**src/rtl/pulse_density_mod.sv**
```systemverilog
module pulse_density_mod #(
  parameter int W = 8
) (
  input  logic         clk,
  input  logic         rst,
  input  logic         tick_i,
  input  logic [W-1:0] level_i,
  output logic         dens_o,
  output logic         gated_o
);

  logic [W-1:0] cnt_q, lvl_q, acc_q;
  logic         dens_q;

  wire          first   = (cnt_q == '0);
  wire  [W-1:0] cur_lvl = first ? level_i : lvl_q;
  wire  [W-1:0] base    = first ? '0 : acc_q;
  wire  [W:0]   sum     = {1'b0, base} + {1'b0, cur_lvl};

  always_ff @(posedge clk) begin
    if (rst) begin
      cnt_q  <= '0;
      lvl_q  <= '0;
      acc_q  <= '0;
      dens_q <= 1'b0;
    end else if (tick_i) begin
      cnt_q  <= cnt_q + 1'b1;
      lvl_q  <= cur_lvl;
      acc_q  <= sum[W-1:0];
      dens_q <= sum[W];
    end
  end

  assign dens_o  = dens_q;
  assign gated_o = dens_q & tick_i;

endmodule

```
**config.mk**
```make
export PLATFORM = sky130hd
export DESIGN_NAME = pulse_density_mod
export DESIGN_NICKNAME = d
export VERILOG_FILES = /design/src/rtl/pulse_density_mod.sv
export SDC_FILE = /design/constraint.sdc
export NUM_CORES = 1
export LEC_CHECK = 0
export ABC_AREA = 1
export BUFFER_PORTS_ARGS = -buffer_cell sky130_fd_sc_hd__buf_4
export CAP_MARGIN = 20
export CORE_UTILIZATION = 28
export CTS_CLUSTER_DIAMETER = 80
export CTS_CLUSTER_SIZE = 10
export DETAILED_ROUTE_END_ITERATION = 6
export PLACE_DENSITY = 0.49
export SETUP_SLACK_MARGIN = 0.15
export SLEW_MARGIN = 20
export SYNTH_ARGS = -nofsm -noshare
export SYNTH_HDL_FRONTEND = slang
export SYNTH_SLANG_ARGS = --single-unit
```
**constraint.sdc**
```tcl
create_clock -name clk -period 3.5 [get_ports clk]
set_input_delay 0.525 -clock clk [delete_from_list [all_inputs] [get_ports clk]]
set_output_delay 0.525 -clock clk [all_outputs]
set_load 0.05 [all_outputs]
```
### After elaboration in Yosys (flattened, before gate mapping)

Cells that the tools add are included.

| storage, ports and cells | value |
|---|---|
| flip-flop bits (word level) | 25 |
| latch bits | 0 |
| memory bits (writable) | 0 |
| ROM bits | 0 |
| output and inout bits | 2 |
| memories | 0 |

| cells by class | value |
|---|---|
| add/subtract/negate cells | 2 |
| multiply operators | 0 |
| div/mod/pow operators | 0 |
| $lt $le $gt $ge | 0 |
| equal/unequal tests | 0 |
| shift-type cells | 0 |
| muxes and demuxes | 2 |
| bitwise logic cells | 1 |
| reductions and logical operators | 1 |

Operator list:

| operator | count |
|---|---|
| 2-to-1 mux 8 bit | 2 |
| adder 8 x 8 -> 9 bit | 1 |
| adder 8 x 1 -> 8 bit (second input constant) | 1 |
| logical NOT 8 bit | 1 |
| AND 1 bit | 1 |

### Depth between registers and ports, before layout

| depth | value |
|---|---|
| depth after elaboration | 3 |
| depth in mapped cells | 16 |

### Least setup slack after synthesis

Ideal clock, no wire load.

| timing path | value |
|---|---|
| kind | flip-flop to flip-flop |
| from | register cnt_q[0] |
| to | register acc_q[6] |
| library setup time | 0.109 ns |
| arrival | 2.205 ns |
| slack | 1.187 ns |
| stages on the path, launching flop included | 17 |
| buffers on the path | 0 |
| path through | dfxtp_1 inv_1 ha_1 nor3b_4 nand2_4 inv_2 nor2_1 ha_1 fa_1 nand2_1 nand2_1 nand3b_1 nand2_1 nand2_1 nand3_1 nand2_1 inv_1 |

| on the way | value |
|---|---|
| longest elaborated chain between the ends | 3 |

Ends and longest elaborated chain:

| what | line | RTL |
|---|---|---|
| from (decl) | 12 | `logic [W-1:0] cnt_q, lvl_q, acc_q;` |
| from (signal assigned) | 27 | `cnt_q <= cnt_q + 1'b1;` |
| logical NOT 8 bit (*) | 15 | `wire first = (cnt_q == '0);` |
| 2-to-1 mux 8 bit (on tied branches) | 17, 16 |  |
| adder 8 x 8 -> 9 bit (*) | 18 | `wire [W:0] sum = {1'b0, base} + {1'b0, cur_lvl};` |
| to (signal assigned) | 29 | `acc_q <= sum[W-1:0];` |
| to (decl) | 12 |  |

Mark *: on every way between the ends. The rest lies on a longest branch, timed or not.
A chain may end at the register's enable or synchronous reset.

### Final worst setup path

Ends and elaborated chain as after synthesis.

==> out/results.txt <==
status: finished, final reports clean
Clock Path Buffers: 2
Placeable Area: 0.005507 mm2
Critical Path Max Stage Delay: 430 ps
layout cells sized above 1: 0.09020
Routed Antenna Nets: 0
GR Util met1: 0.1658
HPWL Detailed: 2540 um
final core occ: 0.3215
Worst path depth: 16
Post-Syn Nets: 267
buffers added on ports: 12
CP Launch Type: flop
Slew Limit Fails: 0
CTS Root Cell: clkbuf_8
overall routing resource usage: 0.1297
slew margin rel.: 0.6882
hold slack: 471.1 ps
vias per cell: 4.382
Reg-to-Reg End: acc_q[6]
measured slew at the worst slew-check pin: 467.2 ps
Netlist cell types: 25
crit-path most repeated cell: nand2_1
Critical Path Fanout Max: 9
largest net degree at the start of global routing: 30
kind of critical path: flop to flop
Seq/Total Area, Yosys: 0.3110
first-pass GRT wire length: 6189 um
TritonCTS Buffers: 3
#FFs+latches synth: 25
DIE HEIGHT: 77.81 um
final hold vios: 0
commonest non-fill, non-tap cells in the layout: nand2_1, inv_1, nor2_1
Total Routed Length: 3452 um
VDD IR max: 138.4 uV
CP cell instances: inv_1 > ha_1 > nor3b_4 > nand2_4 > inv_2 > nor2_1 > ha_1 > fa_1 > nand2_1 > nand2_1 > nand3b_1 > nand2_1 > nand2_1 > nand3_1 > nand2_1 > inv_1
CP top delay family: simple AND/OR/NAND/NOR gates
crit end category: flop
cts hold-fix bufs: 0
final worst-path setup slack: 856.2 ps
Setup Buffers After CTS: 0
Ys Warns: 0
worst-case reg-to-reg path depth: 16
CP startpoint: cnt_q[0]
Initial Util: 0.2922
# DRC: 0
Hold WC Path Type: flop to flop
CP Data Arrival Time: 2820 ps
final worst path period need: 2644 ps
RSZ-0062 raised after global routing: false
pwr dens: 385.2 mW/mm2
static leakage power: 0.9389 nW
Final GP Congestion: 0.8077
Syn Area/Cell: 6.568 um2
mapped cell area: 0.001609 mm2
TritonRoute pass-1 iters: 4
DIE WIDTH: 77.81 um
CTS sink cnt: 25
routed len/inst: 10.56 um
Gate Count Post-Synth: 245
via count: 1,433
fin crit share: 0.7554
Initial DRC Count: 34
H-tree lvl count: 1
crit path max-delay cell type: nor3b_4
diodes inserted: 0
Setup WS pre-CTS: 879.5 ps
post-CTS sizing: 0
Area growth syn-to-layout: 10.03%
die area: 0.006054 mm2
Worst-path clk slew: 110 ps
total power: 0.0006820 W
GR Layer Usage met3: 0.01882
r2r setup slk: 860 ps
WP data required: 3680 ps
FP Rows: 27
most common cell after layout, fill and taps aside: nand2_1
grt ovf: 0
crit path to: acc_q[6]
setup TNS: 0 ps
GRT busiest layer: met2
fmax: 378.2 MHz
Final Setup Violations: 0
CTS tree: built
worst skew pair latency: 280 ps
Nets: 278
GR Layer Usage met2: 0.2230
Reg2Reg Launch Point: cnt_q[0]
initial antenna violation count: 0
Crit path buffers/inverters: 3
MaxCap Viol Count: 0
Setup Skew: 14.75 ps
vias in the first global route: 1,365
I/O pin count: 13
-- worst reg2reg max path, delay by kind of cell, from the launching register on --
family / cells / cell delay (ps)
adders and majority gates: 3 / 740
buffers and inverters: 3 / 280
DFF: 1 / 340
and+or+nand+nor: 10 / 1190
-- layout make-up --
class,count,area (um2)
timing repair buffer,12,90.09
inverter,44,165.2
tap,72,90.09
clock buffer,3,41.29
multi-input combinational,170,875.8
fill,606,3736
sequential,25,500.5
clock inverter,1,7.507
-- flip-flops by register name (all words and copies together) (netlist names) --
register	flops
acc_q	8
cnt_q	8
lvl_q	8
dens_o	1
-- report_power, final --
part	internal, W	total, W	switching, W
Clock	0.0000811	0.000186	0.000105
Combinational	0.0000690	0.000182	0.000113
Sequential	0.000304	0.000313	0.00000896
-- how the worst min path moves through the flow --
| stage | start | to | slack (ps) | depth (start not counted) |
|---|---|---|---|---|
| floorplan | acc_q[0] | acc_q[0] | 440 | 2 |
| global placement | acc_q[3] | acc_q[3] | 460 | 2 |
| detailed placement | acc_q[1] | acc_q[1] | 460 | 2 |
| CTS | acc_q[1] | acc_q[1] | 480 | 2 |
| global route | acc_q[0] | acc_q[0] | 510 | 2 |
| finish | acc_q[1] | acc_q[1] | 470 | 2 |
-- stage by stage --
stage / cells / instance area, um2
final: 327 / 1770
after global routing: 327 / 1770
after CTS: 327 / 1770
after detailed placement: 323 / 1722
after global placement: 323 / 1722
after floorplan: 245 / 1609
-- routing by layer --
layer	vias up	wire [um]
li1	781	-
met1	631	1739
met2	16	1570
met3	5	97
met4	0	44
met5	-	0
-- cell usage after synthesis --
library cell,count,area share
a211oi_1,1,0.0047
a21oi_1,14,0.044
buf_2,1,0.0031
buf_6,2,0.014
clkbuf_8,2,0.017
clkinv_1,1,0.0023
dfxtp_1,25,0.31
dlymetal6s2s_1,1,0.0078
fa_1,1,0.012
ha_1,10,0.078
inv_1,41,0.096
inv_2,2,0.0047
nand2_1,59,0.14
nand2_2,1,0.0039
nand2_4,1,0.0070
nand3_1,29,0.090
nand3b_1,3,0.014
nor2_1,35,0.082
nor3_1,4,0.012
nor3_4,1,0.010
nor3b_4,1,0.012
o211ai_1,2,0.0093
o21ai_0,6,0.019
or2_2,1,0.0039
xor2_1,1,0.0054
-- kinds of logic after synthesis --
family | after synthesis | share of synthesized area
flip-flops | 25 | 0.3110
XOR/XNOR | 1 | 0.005444
adder cells (fa/ha/maj) | 11 | 0.09020
AO/OA/AOI/OAI | 23 | 0.07621
buffers and inverters | 50 | 0.1446
AND/OR/NAND/NOR | 135 | 0.3725
Note: power is estimated with default switching activity, not from simulation.
